===== config.mk =====
export PLATFORM = sky130hd
export DESIGN_NAME = reg_rename
export DESIGN_NICKNAME = d
export VERILOG_FILES = /design/src/rtl/reg_rename_pkg.sv /design/src/rtl/rename_map.sv /design/src/rtl/rename_freelist.sv /design/src/rtl/reg_rename.sv
export SDC_FILE = /design/constraint.sdc
export NUM_CORES = 1
export LEC_CHECK = 0
export BUFFER_PORTS_ARGS = -buffer_cell sky130_fd_sc_hd__buf_2
export CAP_MARGIN = 20
export CORE_ASPECT_RATIO = 0.7
export CORE_MARGIN = 1
export CORE_UTILIZATION = 35
export DETAILED_ROUTE_END_ITERATION = 6
export GPL_TIMING_DRIVEN = 0
export SLEW_MARGIN = 20
export SYNTH_ARGS = -nofsm -noshare
export SYNTH_HDL_FRONTEND = slang
export SYNTH_HIERARCHICAL = 1
export SYNTH_SLANG_ARGS = --single-unit

===== constraint.sdc =====
create_clock -name clk -period 4.2 [get_ports clk]
set_input_delay 0.21 -clock clk [delete_from_list [all_inputs] [get_ports clk]]
set_output_delay 0.21 -clock clk [all_outputs]
set_load 0.02 [all_outputs]

===== src/rtl/reg_rename_pkg.sv =====
package reg_rename_pkg;

    // Occupancy condition of the free list
    typedef enum logic [1:0] {
        FL_EMPTY   = 2'd0,
        FL_PARTIAL = 2'd1,
        FL_FULL    = 2'd2
    } fl_state_e;

endpackage


===== src/rtl/rename_map.sv =====
module rename_map #(
    parameter int NUM_ARCH = 8,
    parameter int NUM_PHYS = 16,
    parameter int NUM_RD   = 3,
    localparam int AW = $clog2(NUM_ARCH),
    localparam int PW = $clog2(NUM_PHYS)
) (
    input  logic          clk,
    input  logic          rst_n,
    input  logic [AW-1:0] rd_arch [NUM_RD],
    output logic [PW-1:0] rd_phys [NUM_RD],
    input  logic          wr_en,
    input  logic [AW-1:0] wr_arch,
    input  logic [PW-1:0] wr_phys
);

    logic [PW-1:0] map_q [NUM_ARCH];

    // Reset to the identity mapping; one write port updates the table
    always_ff @(posedge clk) begin
        if (!rst_n) begin
            for (int i = 0; i < NUM_ARCH; i++) begin
                map_q[i] <= PW'(i);
            end
        end else if (wr_en) begin
            map_q[wr_arch] <= wr_phys;
        end
    end

    // Read ports see the table before this cycle's write
    for (genvar g = 0; g < NUM_RD; g++) begin : g_rd
        assign rd_phys[g] = map_q[rd_arch[g]];
    end

endmodule


===== src/rtl/rename_freelist.sv =====
module rename_freelist
    import reg_rename_pkg::*;
#(
    parameter int NUM_ARCH = 8,
    parameter int NUM_PHYS = 16,
    localparam int PW    = $clog2(NUM_PHYS),
    localparam int CW    = $clog2(NUM_PHYS + 1),
    localparam int DEPTH = NUM_PHYS,
    localparam int INIT  = NUM_PHYS - NUM_ARCH
) (
    input  logic          clk,
    input  logic          rst_n,
    input  logic          pop_req,
    input  logic          push_req,
    input  logic [PW-1:0] push_phys,
    output logic [PW-1:0] head_phys,
    output logic          avail,
    output logic [CW-1:0] count
);

    logic [PW-1:0] slot_q [DEPTH];
    logic [PW-1:0] rd_ptr_q, wr_ptr_q;
    logic [CW-1:0] cnt_q, cnt_d;
    fl_state_e     st_q, st_d;
    logic          do_pop, do_push;

    assign do_pop  = pop_req && (st_q != FL_EMPTY);
    assign do_push = push_req && ((st_q != FL_FULL) || do_pop);

    function automatic logic [PW-1:0] bump(input logic [PW-1:0] p);
        return (p == PW'(DEPTH - 1)) ? '0 : p + 1'b1;
    endfunction

    always_comb begin
        cnt_d = cnt_q;
        if (do_push && !do_pop) cnt_d = cnt_q + 1'b1;
        if (do_pop && !do_push) cnt_d = cnt_q - 1'b1;
    end

    // Next occupancy state
    always_comb begin
        st_d = st_q;
        unique case (st_q)
            FL_EMPTY: begin
                if (do_push) st_d = (DEPTH == 1) ? FL_FULL : FL_PARTIAL;
            end
            FL_PARTIAL: begin
                if (do_pop && !do_push && cnt_q == CW'(1))
                    st_d = FL_EMPTY;
                else if (do_push && !do_pop && cnt_q == CW'(DEPTH - 1))
                    st_d = FL_FULL;
            end
            FL_FULL: begin
                if (do_pop && !do_push) st_d = FL_PARTIAL;
            end
            default: st_d = FL_EMPTY;
        endcase
    end

    // State register
    always_ff @(posedge clk) begin
        if (!rst_n) begin
            st_q <= (INIT == 0) ? FL_EMPTY : ((INIT == DEPTH) ? FL_FULL : FL_PARTIAL);
        end else begin
            st_q <= st_d;
        end
    end

    // Queue storage, pointers and count
    always_ff @(posedge clk) begin
        if (!rst_n) begin
            for (int i = 0; i < DEPTH; i++) begin
                slot_q[i] <= (i < INIT) ? PW'(NUM_ARCH + i) : '0;
            end
            rd_ptr_q <= '0;
            wr_ptr_q <= PW'(INIT % DEPTH);
            cnt_q    <= CW'(INIT);
        end else begin
            if (do_push) begin
                slot_q[wr_ptr_q] <= push_phys;
                wr_ptr_q         <= bump(wr_ptr_q);
            end
            if (do_pop) rd_ptr_q <= bump(rd_ptr_q);
            cnt_q <= cnt_d;
        end
    end

    // Outputs
    always_comb begin
        head_phys = slot_q[rd_ptr_q];
        avail     = (st_q != FL_EMPTY);
        count     = cnt_q;
    end

endmodule


===== src/rtl/reg_rename.sv =====
module reg_rename #(
    parameter int NUM_ARCH = 8,
    parameter int NUM_PHYS = 16,
    localparam int AW = $clog2(NUM_ARCH),
    localparam int PW = $clog2(NUM_PHYS),
    localparam int CW = $clog2(NUM_PHYS + 1)
) (
    input  logic          clk,
    input  logic          rst_n,
    input  logic          ren_valid,
    input  logic [AW-1:0] ren_src_a,
    input  logic [AW-1:0] ren_src_b,
    input  logic [AW-1:0] ren_dst,
    output logic          ren_ready,
    output logic [PW-1:0] phys_src_a,
    output logic [PW-1:0] phys_src_b,
    output logic [PW-1:0] phys_dst_new,
    output logic [PW-1:0] phys_dst_old,
    input  logic          rel_valid,
    input  logic [PW-1:0] rel_phys,
    output logic [CW-1:0] free_count
);

    localparam int NUM_RD = 3;

    logic          fire;
    logic          avail;
    logic [PW-1:0] head_phys;
    logic [AW-1:0] rd_arch [NUM_RD];
    logic [PW-1:0] rd_phys [NUM_RD];

    assign fire = ren_valid && avail;

    assign rd_arch[0] = ren_src_a;
    assign rd_arch[1] = ren_src_b;
    assign rd_arch[2] = ren_dst;

    rename_map #(
        .NUM_ARCH (NUM_ARCH),
        .NUM_PHYS (NUM_PHYS),
        .NUM_RD   (NUM_RD)
    ) u_map (
        .clk     (clk),
        .rst_n   (rst_n),
        .rd_arch (rd_arch),
        .rd_phys (rd_phys),
        .wr_en   (fire),
        .wr_arch (ren_dst),
        .wr_phys (head_phys)
    );

    rename_freelist #(
        .NUM_ARCH (NUM_ARCH),
        .NUM_PHYS (NUM_PHYS)
    ) u_free (
        .clk       (clk),
        .rst_n     (rst_n),
        .pop_req   (fire),
        .push_req  (rel_valid),
        .push_phys (rel_phys),
        .head_phys (head_phys),
        .avail     (avail),
        .count     (free_count)
    );

    always_comb begin
        ren_ready    = avail;
        phys_src_a   = rd_phys[0];
        phys_src_b   = rd_phys[1];
        phys_dst_old = rd_phys[2];
        phys_dst_new = head_phys;
    end

endmodule


==> impl_metrics.json, run 1 <==
{
  "fin_worst_skew_ns": 0.01187,
  "boundaryPins": 39,
  "layout.cells.most_common_list": "edfxtp_1, nor2_1, buf_2, nand2_1, o21ai_0",
  "ys_async_sr_fraction_pct": 0,
  "endpoint": "u_free/slot_q[8][1]",
  "fillers": 1501,
  "finalMaxSlewViolations": 0,
  "hold_viol": 0,
  "num_antenna_cells": 0,
  "synth_cells": 464,
  "syn_nets": 490,
  "drive_gt1_share_pct": 22.31,
  "min-delay-start": "rst_n",
  "clk_pin_slew_ns": 0.05,
  "cts-resized-gates": 0,
  "power_density_nw_per_um2": 436.5,
  "stdcell_area_um2": 7156,
  "ys_ff_latch": 115,
  "grt_pass1_wl_mm": 22.89,
  "stdcell_count": 754,
  "num_vias": 4212,
  "numCtsBuffers": 17,
  "synth.distinct_cells": 44,
  "preCtsSetupSlack_ns": 1.364,
  "clockBufferDepth": 2,
  "crit_path_start": "u_free/st_q[1]",
  "drt_pre_antenna_iters": 7,
  "crit_slowest_cell": "o21ai_0",
  "path_class": "reg2reg",
  "wl_mm": 14.80,
  "cts_post_setup_buffers_inserted": 0,
  "worstReg2RegEnd": "u_free/slot_q[8][1]",
  "ys_warn_count": 6,
  "clk_latency_ns": 0.40,
  "multi_input_area_um2": 2547,
  "peakVddDrop_mv": 0.3132,
  "synth_ff_type": "edfxtp_1",
  "failed_checks": "DRC",
  "clockRootBuffer": "clkbuf_16",
  "cts_sinks": 115,
  "finalSetupTns_ns": 0,
  "tritoncts": "done",
  "grt_pass1_vias": 4068,
  "path_cells": "or2_2 -> clkbuf_1 -> and2_1 -> or3b_1 -> buf_6 -> nand4_2 -> o21ai_0",
  "placementRows": 39,
  "required_ns": 4.23,
  "r2r_slack_ns": 1.27,
  "arrival_ns": 2.96,
  "nets": 542,
  "fp.dieArea_um2": 17910,
  "syn_area_um2": 6080,
  "cts_hold_buffers": 0,
  "grt_start_max_net_pins": 17,
  "min_period_ns": 2.931,
  "viasPerCell": 5.586,
  "syn_to_final_growth_pct": 17.70,
  "worstMarginPinSlew_ns": 0.8830,
  "r2r_start": "u_free/st_q[1]",
  "finish.utilization_pct": 43.00,
  "cp_max_fo": 9,
  "overflow": 0,
  "placed_area_um2": 6526,
  "die_w_um": 159.5,
  "die_y_um": 112.3,
  "maxCapViolCount": 0,
  "core-area_um2": 16640,
  "placed_cells": 722,
  "antenna_found_initial": 0,
  "period_share_pct": 69.79,
  "layout_commonest_cell": "edfxtp_1",
  "grt.total_usage_pct": 17.02,
  "maxSlewHeadroom_pct": 40.51,
  "rsz0062_at_grt": "no",
  "drt-initial-drc-count": 449,
  "synth_edf_count": 96,
  "setup_ws_ns": 1.269,
  "cp-start-kind": "flip-flop",
  "avgSynthCellArea_um2": 13.10,
  "wl_per_cell_um": 19.62,
  "initial_utilization_pct": 36.54,
  "finalSetupViolCount": 0,
  "dp_hpwl_mm": 10.95,
  "drc": 2,
  "endpoint_kind": "flip-flop",
  "htree_levels": 4,
  "synth_seq_area_share_pct": 53.67,
  "p_leak_nw": 2.394,
  "status": "finished with violations",
  "postRouteAntennaNets": 0,
  "final-seq-area_um2": 3263,
  "routabilityCongestion": 0.8321,
  "r2r_cells": 7,
  "max_freq_mhz": 341.2,
  "portBuffers": 33,
  "worstHoldPathType": "in2reg",
  "critical-path-max-stage-delay_ns": 0.78
}
-- cells by family (layout without fill, tap and decap cells) --
family | Yosys count | after routing | synth area share, %
compound gates | 50 | 50 | 5.145
xor+xnor | 2 | 2 | 0.2882
fa+ha+maj | 9 | 9 | 1.852
buf+inv | 49 | 114 | 4.424
flops | 115 | 115 | 53.67
mux | 57 | 57 | 19.37
simple gates | 182 | 182 | 15.25
-- report_power, final --
group	total (mW)	internal (mW)	switching [mW]
combinational	0.303	0.122	0.181
clock	1.52	0.998	0.524
sequential	1.30	1.27	0.0257
-- Yosys cell counts (4+ instances only) --
cell | instances | area, µm²
edfxtp_1 | 96 | 2883
nor2_1 | 45 | 168.9
nand2_1 | 32 | 120.1
o21ai_0 | 25 | 125.1
mux4_1 | 24 | 630.6
nor3_1 | 22 | 110.1
dfxtp_1 | 19 | 380.4
nand3_1 | 19 | 95.09
or3_1 | 18 | 112.6
mux4_2 | 16 | 360.4
clkbuf_1 | 15 | 56.30
inv_1 | 15 | 56.30
mux2_2 | 13 | 146.4
nand2b_1 | 11 | 68.82
ha_1 | 9 | 112.6
buf_2 | 7 | 35.03
nor4_1 | 7 | 43.79
and2_1 | 6 | 37.54
buf_6 | 6 | 67.56
nor2b_1 | 6 | 37.54
a21boi_0 | 4 | 30.03
a22oi_1 | 4 | 30.03
buf_4 | 4 | 30.03
mux2i_1 | 4 | 40.04
nand4_2 | 4 | 50.05
-- flip-flops by register name (all words and copies together) (netlist names), named ones only --
name,flops
u_free/slot_q,64
u_free/count,5
u_map/map_q,32
u_free/rd_ptr_q,4
u_free/wr_ptr_q,4
u_free/st_q,2
-- stage by stage --
step	hold slack (ns)	power (mW)
floorplan	0.3892	1.522
CTS	0.1701	3.142
global placement	0.5163	1.613
finish	0.1836	3.124
global route	0.1857	3.222
detailed placement	0.5346	1.622
-- critical path: cells and delay by family, from the launching register on --
kind,cells,cell delay [ns]
flops,1,0.43
compound gates,1,0.78
simple gates,4,0.96
buf+inv,2,0.37
-- cell type report --
| cell class | instances | area share (%) |
|---|---|---|
| Buffer | 34 | 2.973 |
| Clock buffer | 17 | 5.945 |
| Clock inverter | 15 | 2.850 |
| Inverter | 15 | 0.7869 |
| Multi-Input combinational cell | 300 | 35.60 |
| Sequential cell | 115 | 45.60 |
| Tap cell | 225 | 3.934 |
| Timing Repair Buffer | 33 | 2.308 |
-- per-layer routing --
layer / wire, µm / track usage [%] / vias up
li1: - / - / 1911
met4: 70 / 4.615 / 0
met1: 7174 / 25.45 / 2133
met5: 0 / 0 / -
met2: 6414 / 24.75 / 161
met3: 1137 / 3.843 / 7
-- worst min-delay path by stage --
stage	slack (ns)	end	cells after the start
floorplan	0.39	u_free/slot_q[7][0]	1
global placement	0.52	u_free/count[2]	2
detailed placement	0.53	u_free/wr_ptr_q[1]	2
CTS	0.17	u_free/count[2]	3
global route	0.19	u_free/slot_q[3][1]	2
finish	0.18	u_free/count[2]	3
No activity file was read; power rests on OpenSTA's default activity.
==> run 2, diff against run 1 <==
==> constraint.sdc (replaced) <==
create_clock -name clk -period 2.5 [get_ports clk]
set_input_delay 0.125 -clock clk [delete_from_list [all_inputs] [get_ports clk]]
set_output_delay 0.125 -clock clk [all_outputs]
set_load 0.02 [all_outputs]
==> run 2 against run 1 <==
  * Critical path type unchanged
  * Clock skew down 0.0044 ns
  * Via count about the same
  * The flow now finishes without violations
  * Sequential cell count unchanged
==> impl_metrics.json, run 2 (synthesis results as in run 1) <==
{
  "fin_worst_skew_ns": 0.007515,
  "fp.dieArea_um2": 17910,
  "postRouteAntennaNets": 0,
  "hold_viol": 0,
  "placementRows": 39,
  "numCtsBuffers": 17,
  "nets": 542,
  "grt_pass1_wl_mm": 23.04,
  "crit_slowest_cell": "or4_1",
  "layout.cells.most_common_list": "edfxtp_1, nor2_1, buf_2, nand2_1, mux4_1",
  "largest_register_ffs": 64,
  "viasPerCell": 5.588,
  "cp-start-kind": "flip-flop",
  "cp_max_fo": 7,
  "endpoint_kind": "flip-flop",
  "path_cells": "buf_6 -> mux4_2 -> a22oi_1 -> nand3_1 -> or4_1",
  "status": "finished clean",
  "worstHoldPathType": "in2reg",
  "finalSetupViolCount": 0,
  "grt.total_usage_pct": 17.14,
  "htree_levels": 4,
  "power_density_nw_per_um2": 720.6,
  "maxSlewHeadroom_pct": 34.16,
  "cts_post_setup_buffers_inserted": 0,
  "drive_gt1_share_pct": 26.09,
  "portBuffers": 33,
  "grt_pass1_vias": 4080,
  "dp_hpwl_mm": 10.95,
  "clk_pin_slew_ns": 0.06,
  "wl_per_cell_um": 19.69,
  "wl_mm": 14.85,
  "cts_hold_buffers": 0,
  "worstMarginPinSlew_ns": 0.9875,
  "antenna_found_initial": 0,
  "critical-path-max-stage-delay_ns": 0.56,
  "initial_utilization_pct": 36.54,
  "path_class": "reg2reg",
  "required_ns": 2.64,
  "core-area_um2": 16640,
  "layout_commonest_cell": "edfxtp_1",
  "maxCapViolCount": 0,
  "drc": 0,
  "die_w_um": 159.5,
  "grt_start_max_net_pins": 17,
  "max_freq_mhz": 419.3,
  "top_register": "u_free/slot_q",
  "overflow": 0,
  "syn_to_final_growth_pct": 20.35,
  "arrival_ns": 2.52,
  "setup_ws_ns": 0.1153,
  "period_share_pct": 95.39,
  "num_vias": 4213,
  "die_y_um": 112.3,
  "r2r_slack_ns": 0.12,
  "p_leak_nw": 2.436,
  "rsz0062_at_grt": "no",
  "routabilityCongestion": 0.8321,
  "power_mw": 5.273,
  "peakVddDrop_mv": 0.5239,
  "hold_slack_ns": 0.1140,
  "tritoncts": "done",
  "preCtsSetupSlack_ns": -0.3363,
  "drt-initial-drc-count": 456,
  "finalMaxSlewViolations": 0,
  "clockBufferDepth": 2,
  "num_antenna_cells": 0,
  "drt_pre_antenna_iters": 7,
  "min_period_ns": 2.385,
  "cts_sinks": 115,
  "clockRootBuffer": "clkbuf_16",
  "clk_latency_ns": 0.40,
  "boundaryPins": 39
}
[run 2: cell types whose count changed in the layout (fill, tap and decap cells not counted), moves of 2 or more]
cell / change
o21ai_0: -20
nand4_4: +3
o21ai_2: +10
o31ai_2: +2
nand4_2: -3
o31ai_1: -2
o21ai_4: +7
o21ai_1: +3
[run 2: report_power, final]
group / leakage [nW] / internal [mW] / switching (mW) / total [mW]
clock: 0.298 / 1.68 / 0.880 / 2.56
combinational: 1.10 / 0.217 / 0.319 / 0.536
sequential: 1.04 / 2.14 / 0.0432 / 2.18
total: 2.44 / 4.03 / 1.24 / 5.27
[run 2: final timing paths]
check | startpoint | end | depth (start not counted)
worst max-delay path | flip-flop | u_map/map_q[1][0] | 5
worst min-delay path | rel_phys[0] | u_free/slot_q[7][0] | 2
worst max register to register | flip-flop | u_map/map_q[1][0] | 5
worst min register to register | u_free/count[2] | u_free/count[2] | 2
[run 2: layout make-up]
type | instances | area (µm²)
Fill cell | 1477 | 9323
Tap cell | 225 | 281.5
Clock inverter | 15 | 203.9
Timing Repair Buffer | 33 | 165.2
Buffer | 34 | 219.0
Multi-Input combinational cell | 300 | 2703
Inverter | 15 | 56.30
Sequential cell | 115 | 3263
Clock buffer | 17 | 425.4
[run 2: what timing repair did]
action	in CTS	in global routing
hold endpoints to repair	0	0
resized for setup	33	20
setup endpoints to repair	77	142
[run 2: per-layer routing]
layer	vias to the layer above	GRT usage, %	part of all wire, %
li1	1915	-	-
met1	2121	25.57	48
met2	170	24.80	43
met3	7	4.102	8.2
met4	0	4.615	0.47
met5	-	0	0
[run 2: critical path, delay by kind of cell (launching register included)]
kind	cells	cell delay [ns]
simple gates	2	0.85
mux	1	0.55
flops	1	0.32
compound gates	1	0.23
buf+inv	1	0.17
[run 2: per-stage QoR]
step	instances	util (%)	TNS, ns	instance area [µm²]
after floorplan	464	-	0	6080
final	754	43.97	0	7317
after global placement	722	39.22	-9.641	6526
after CTS	754	43.33	-0.4634	7209
after global routing	754	43.97	0	7317
after detailed placement	722	39.22	-13.77	6526
==> run 3, diff against run 2 <==
--- a/config.mk
+++ b/config.mk
@@ -9,9 +9,11 @@
 export CAP_MARGIN = 20
 export CORE_ASPECT_RATIO = 0.7
 export CORE_MARGIN = 1
-export CORE_UTILIZATION = 35
+export CORE_UTILIZATION = 55
 export DETAILED_ROUTE_END_ITERATION = 6
 export GPL_TIMING_DRIVEN = 0
+export PLACE_DENSITY = 0.76
+export REMOVE_ABC_BUFFERS = 1
 export SLEW_MARGIN = 20
 export SYNTH_ARGS = -nofsm -noshare
 export SYNTH_HDL_FRONTEND = slang
==> run 3 against run 2 <==
  * Via count rose by 1.3%
  * Worst setup slack worse by 0.011 ns
  * Sequential cell count unchanged
  * Wire length rose by 1.1%
  * Global-route usage rose by 9.4 points
  * Worst hold slack got worse by 0.011 ns
  * Die area is 36% lower
  * Critical path depth shrank 1
  * Critical path type unchanged
==> impl_metrics.json, run 3 (synthesis results as in run 1) <==
{
  "hold_viol": 0,
  "nets": 526,
  "path_cells": "mux4_2 -> a22oi_1 -> nand3_1 -> or4_1",
  "top_register": "u_free/slot_q",
  "max_freq_mhz": 417.4,
  "tritoncts": "done",
  "min-delay-start": "rel_phys[1]",
  "layout.cells.most_common_list": "edfxtp_1, nor2_1, buf_2, nand2_1, mux4_1",
  "die_y_um": 89.97,
  "fillers": 723,
  "boundaryPins": 39,
  "r2r_slack_ns": 0.10,
  "placementRows": 31,
  "wl_mm": 15.01,
  "grt_pass1_wl_mm": 22.02,
  "drt-initial-drc-count": 397,
  "critical-path-max-stage-delay_ns": 0.55,
  "layout_commonest_cell": "edfxtp_1",
  "worstHoldPathType": "in2reg",
  "drt_pre_antenna_iters": 4,
  "hold_slack_ns": 0.1032,
  "grt_start_max_net_pins": 49,
  "worst-path-buf-inv": 0,
  "fin_worst_skew_ns": 0.004978,
  "cp_max_fo": 14,
  "initial_utilization_pct": 57.63,
  "maxCapViolCount": 0,
  "min_period_ns": 2.396,
  "required_ns": 2.64,
  "dp_hpwl_mm": 9.184,
  "htree_levels": 4,
  "cp-start-kind": "flip-flop",
  "portBuffers": 38,
  "clockRootBuffer": "clkbuf_16",
  "clk_pin_slew_ns": 0.05,
  "wl_per_cell_um": 22.71,
  "rsz0062_at_grt": "no",
  "drive_gt1_share_pct": 27.10,
  "endpoint_kind": "flip-flop",
  "period_share_pct": 95.83,
  "finalSetupTns_ns": 0,
  "largest_register_ffs": 64,
  "clockBufferDepth": 2,
  "clk_latency_ns": 0.41,
  "antenna_found_initial": 0,
  "cts_sinks": 115,
  "final-seq-area_um2": 3268,
  "overflow": 0,
  "postRouteAntennaNets": 0,
  "numCtsBuffers": 17,
  "drc": 0,
  "viasPerCell": 6.455,
  "multi_input_area_um2": 2758,
  "num_antenna_cells": 0,
  "finish.utilization_pct": 68.05,
  "path_class": "reg2reg",
  "maxSlewHeadroom_pct": 5.292,
  "grt.total_usage_pct": 26.50,
  "cp_top_family": "simple AND/OR/NAND/NOR gates",
  "r2r_cells": 4,
  "syn_to_final_growth_pct": 18.09,
  "routabilityCongestion": 0.8398,
  "whs_endpoint": "u_free/slot_q[3][1]",
  "fp.dieArea_um2": 11480,
  "worstMarginPinSlew_ns": 1.421,
  "num_vias": 4267,
  "core-area_um2": 10550,
  "p_leak_nw": 2.425,
  "die_w_um": 127.7,
  "worstReg2RegEnd": "u_map/map_q[1][0]",
  "finalMaxSlewViolations": 0,
  "hold_depth": 2,
  "power_density_nw_per_um2": 743.5,
  "status": "finished clean",
  "grt_pass1_vias": 3946,
  "finalSetupViolCount": 0,
  "peakVddDrop_mv": 0.5058,
  "setup_ws_ns": 0.1043,
  "crit_slowest_cell": "mux4_2",
  "arrival_ns": 2.54,
  "preCtsSetupSlack_ns": -0.5294
}
-- run 3: changes by cell type in the layout (fill, tap and decap cells not counted), sizes merged --
cell,delta
clkbuf,-16
nand3b,+1
clkinv,+4
clkinvlp,-1
buf,-2
bufinv,+1
inv,-4
nand4,+1
-- run 3: final cells by class --
cell class | instances | area share, %
flip-flops and latches | 115 | 45.52
multi-input cells | 302 | 38.41
clock buffers | 17 | 5.925
repair buffers | 49 | 3.799
clock inverters | 15 | 2.980
well taps | 148 | 2.579
inverters | 15 | 0.7842
-- run 3: per-stage QoR --
stage	total power [mW]	instance area [µm²]	std cells
2_1_floorplan	2.511	5867	430
3_3_place_gp	2.668	6242	616
3_5_place_dp	2.687	6242	616
4_1_cts	5.307	6982	648
5_1_grt	5.474	7179	661
6_report	5.338	7179	661
-- run 3: report_power, final --
part | switching, mW | internal [mW] | leakage, nW
sequential | 0.0624 | 2.14 | 1.04
clock | 0.864 | 1.76 | 0.308
combinational | 0.302 | 0.215 | 1.08
total | 1.23 | 4.11 | 2.43
-- run 3: worst max path at each step --
| stage | start | endpoint | slack (ns) | cells after the start |
|---|---|---|---|---|
| after global placement | flip-flop | u_map/map_q[1][0] | -0.52 | 4 |
| final | flip-flop | u_map/map_q[1][0] | 0.10 | 4 |
| after CTS | u_free/st_q[0] | u_free/slot_q[8][1] | -0.16 | 5 |
| after global routing | flip-flop | u_map/map_q[1][0] | 0.008 | 4 |
| after floorplan | flip-flop | u_map/map_q[1][0] | -0.19 | 4 |
| after detailed placement | flip-flop | u_map/map_q[1][0] | -0.53 | 4 |
-- run 3: timing repair --
action                                  4_1_cts  5_1_grt
gates resized for setup                      39       22
hold buffers                                  0        0
setup buffers                                 0       11
cloned                                        0        2
pin swaps                                     0       10
endpoints found under the setup margin      126      128
-- run 3: routing by layer --
| metal | vias up | track usage [%] | share of wire (%) |
|---|---|---|---|
| li1 | 1877 | - | - |
| met1 | 2121 | 37.14 | 41 |
| met3 | 24 | 8.214 | 10 |
| met4 | 0 | 8.922 | 1.7 |
| met2 | 245 | 39.44 | 46 |
| met5 | - | 0 | 0 |
-- run 3: worst register-to-register path, stage by stage (launching register included) --
cell and delay [ns]:
dfxtp_4 0.48, mux4_2 0.55, a22oi_1 0.28, nand3_1 0.27
or4_1 0.54
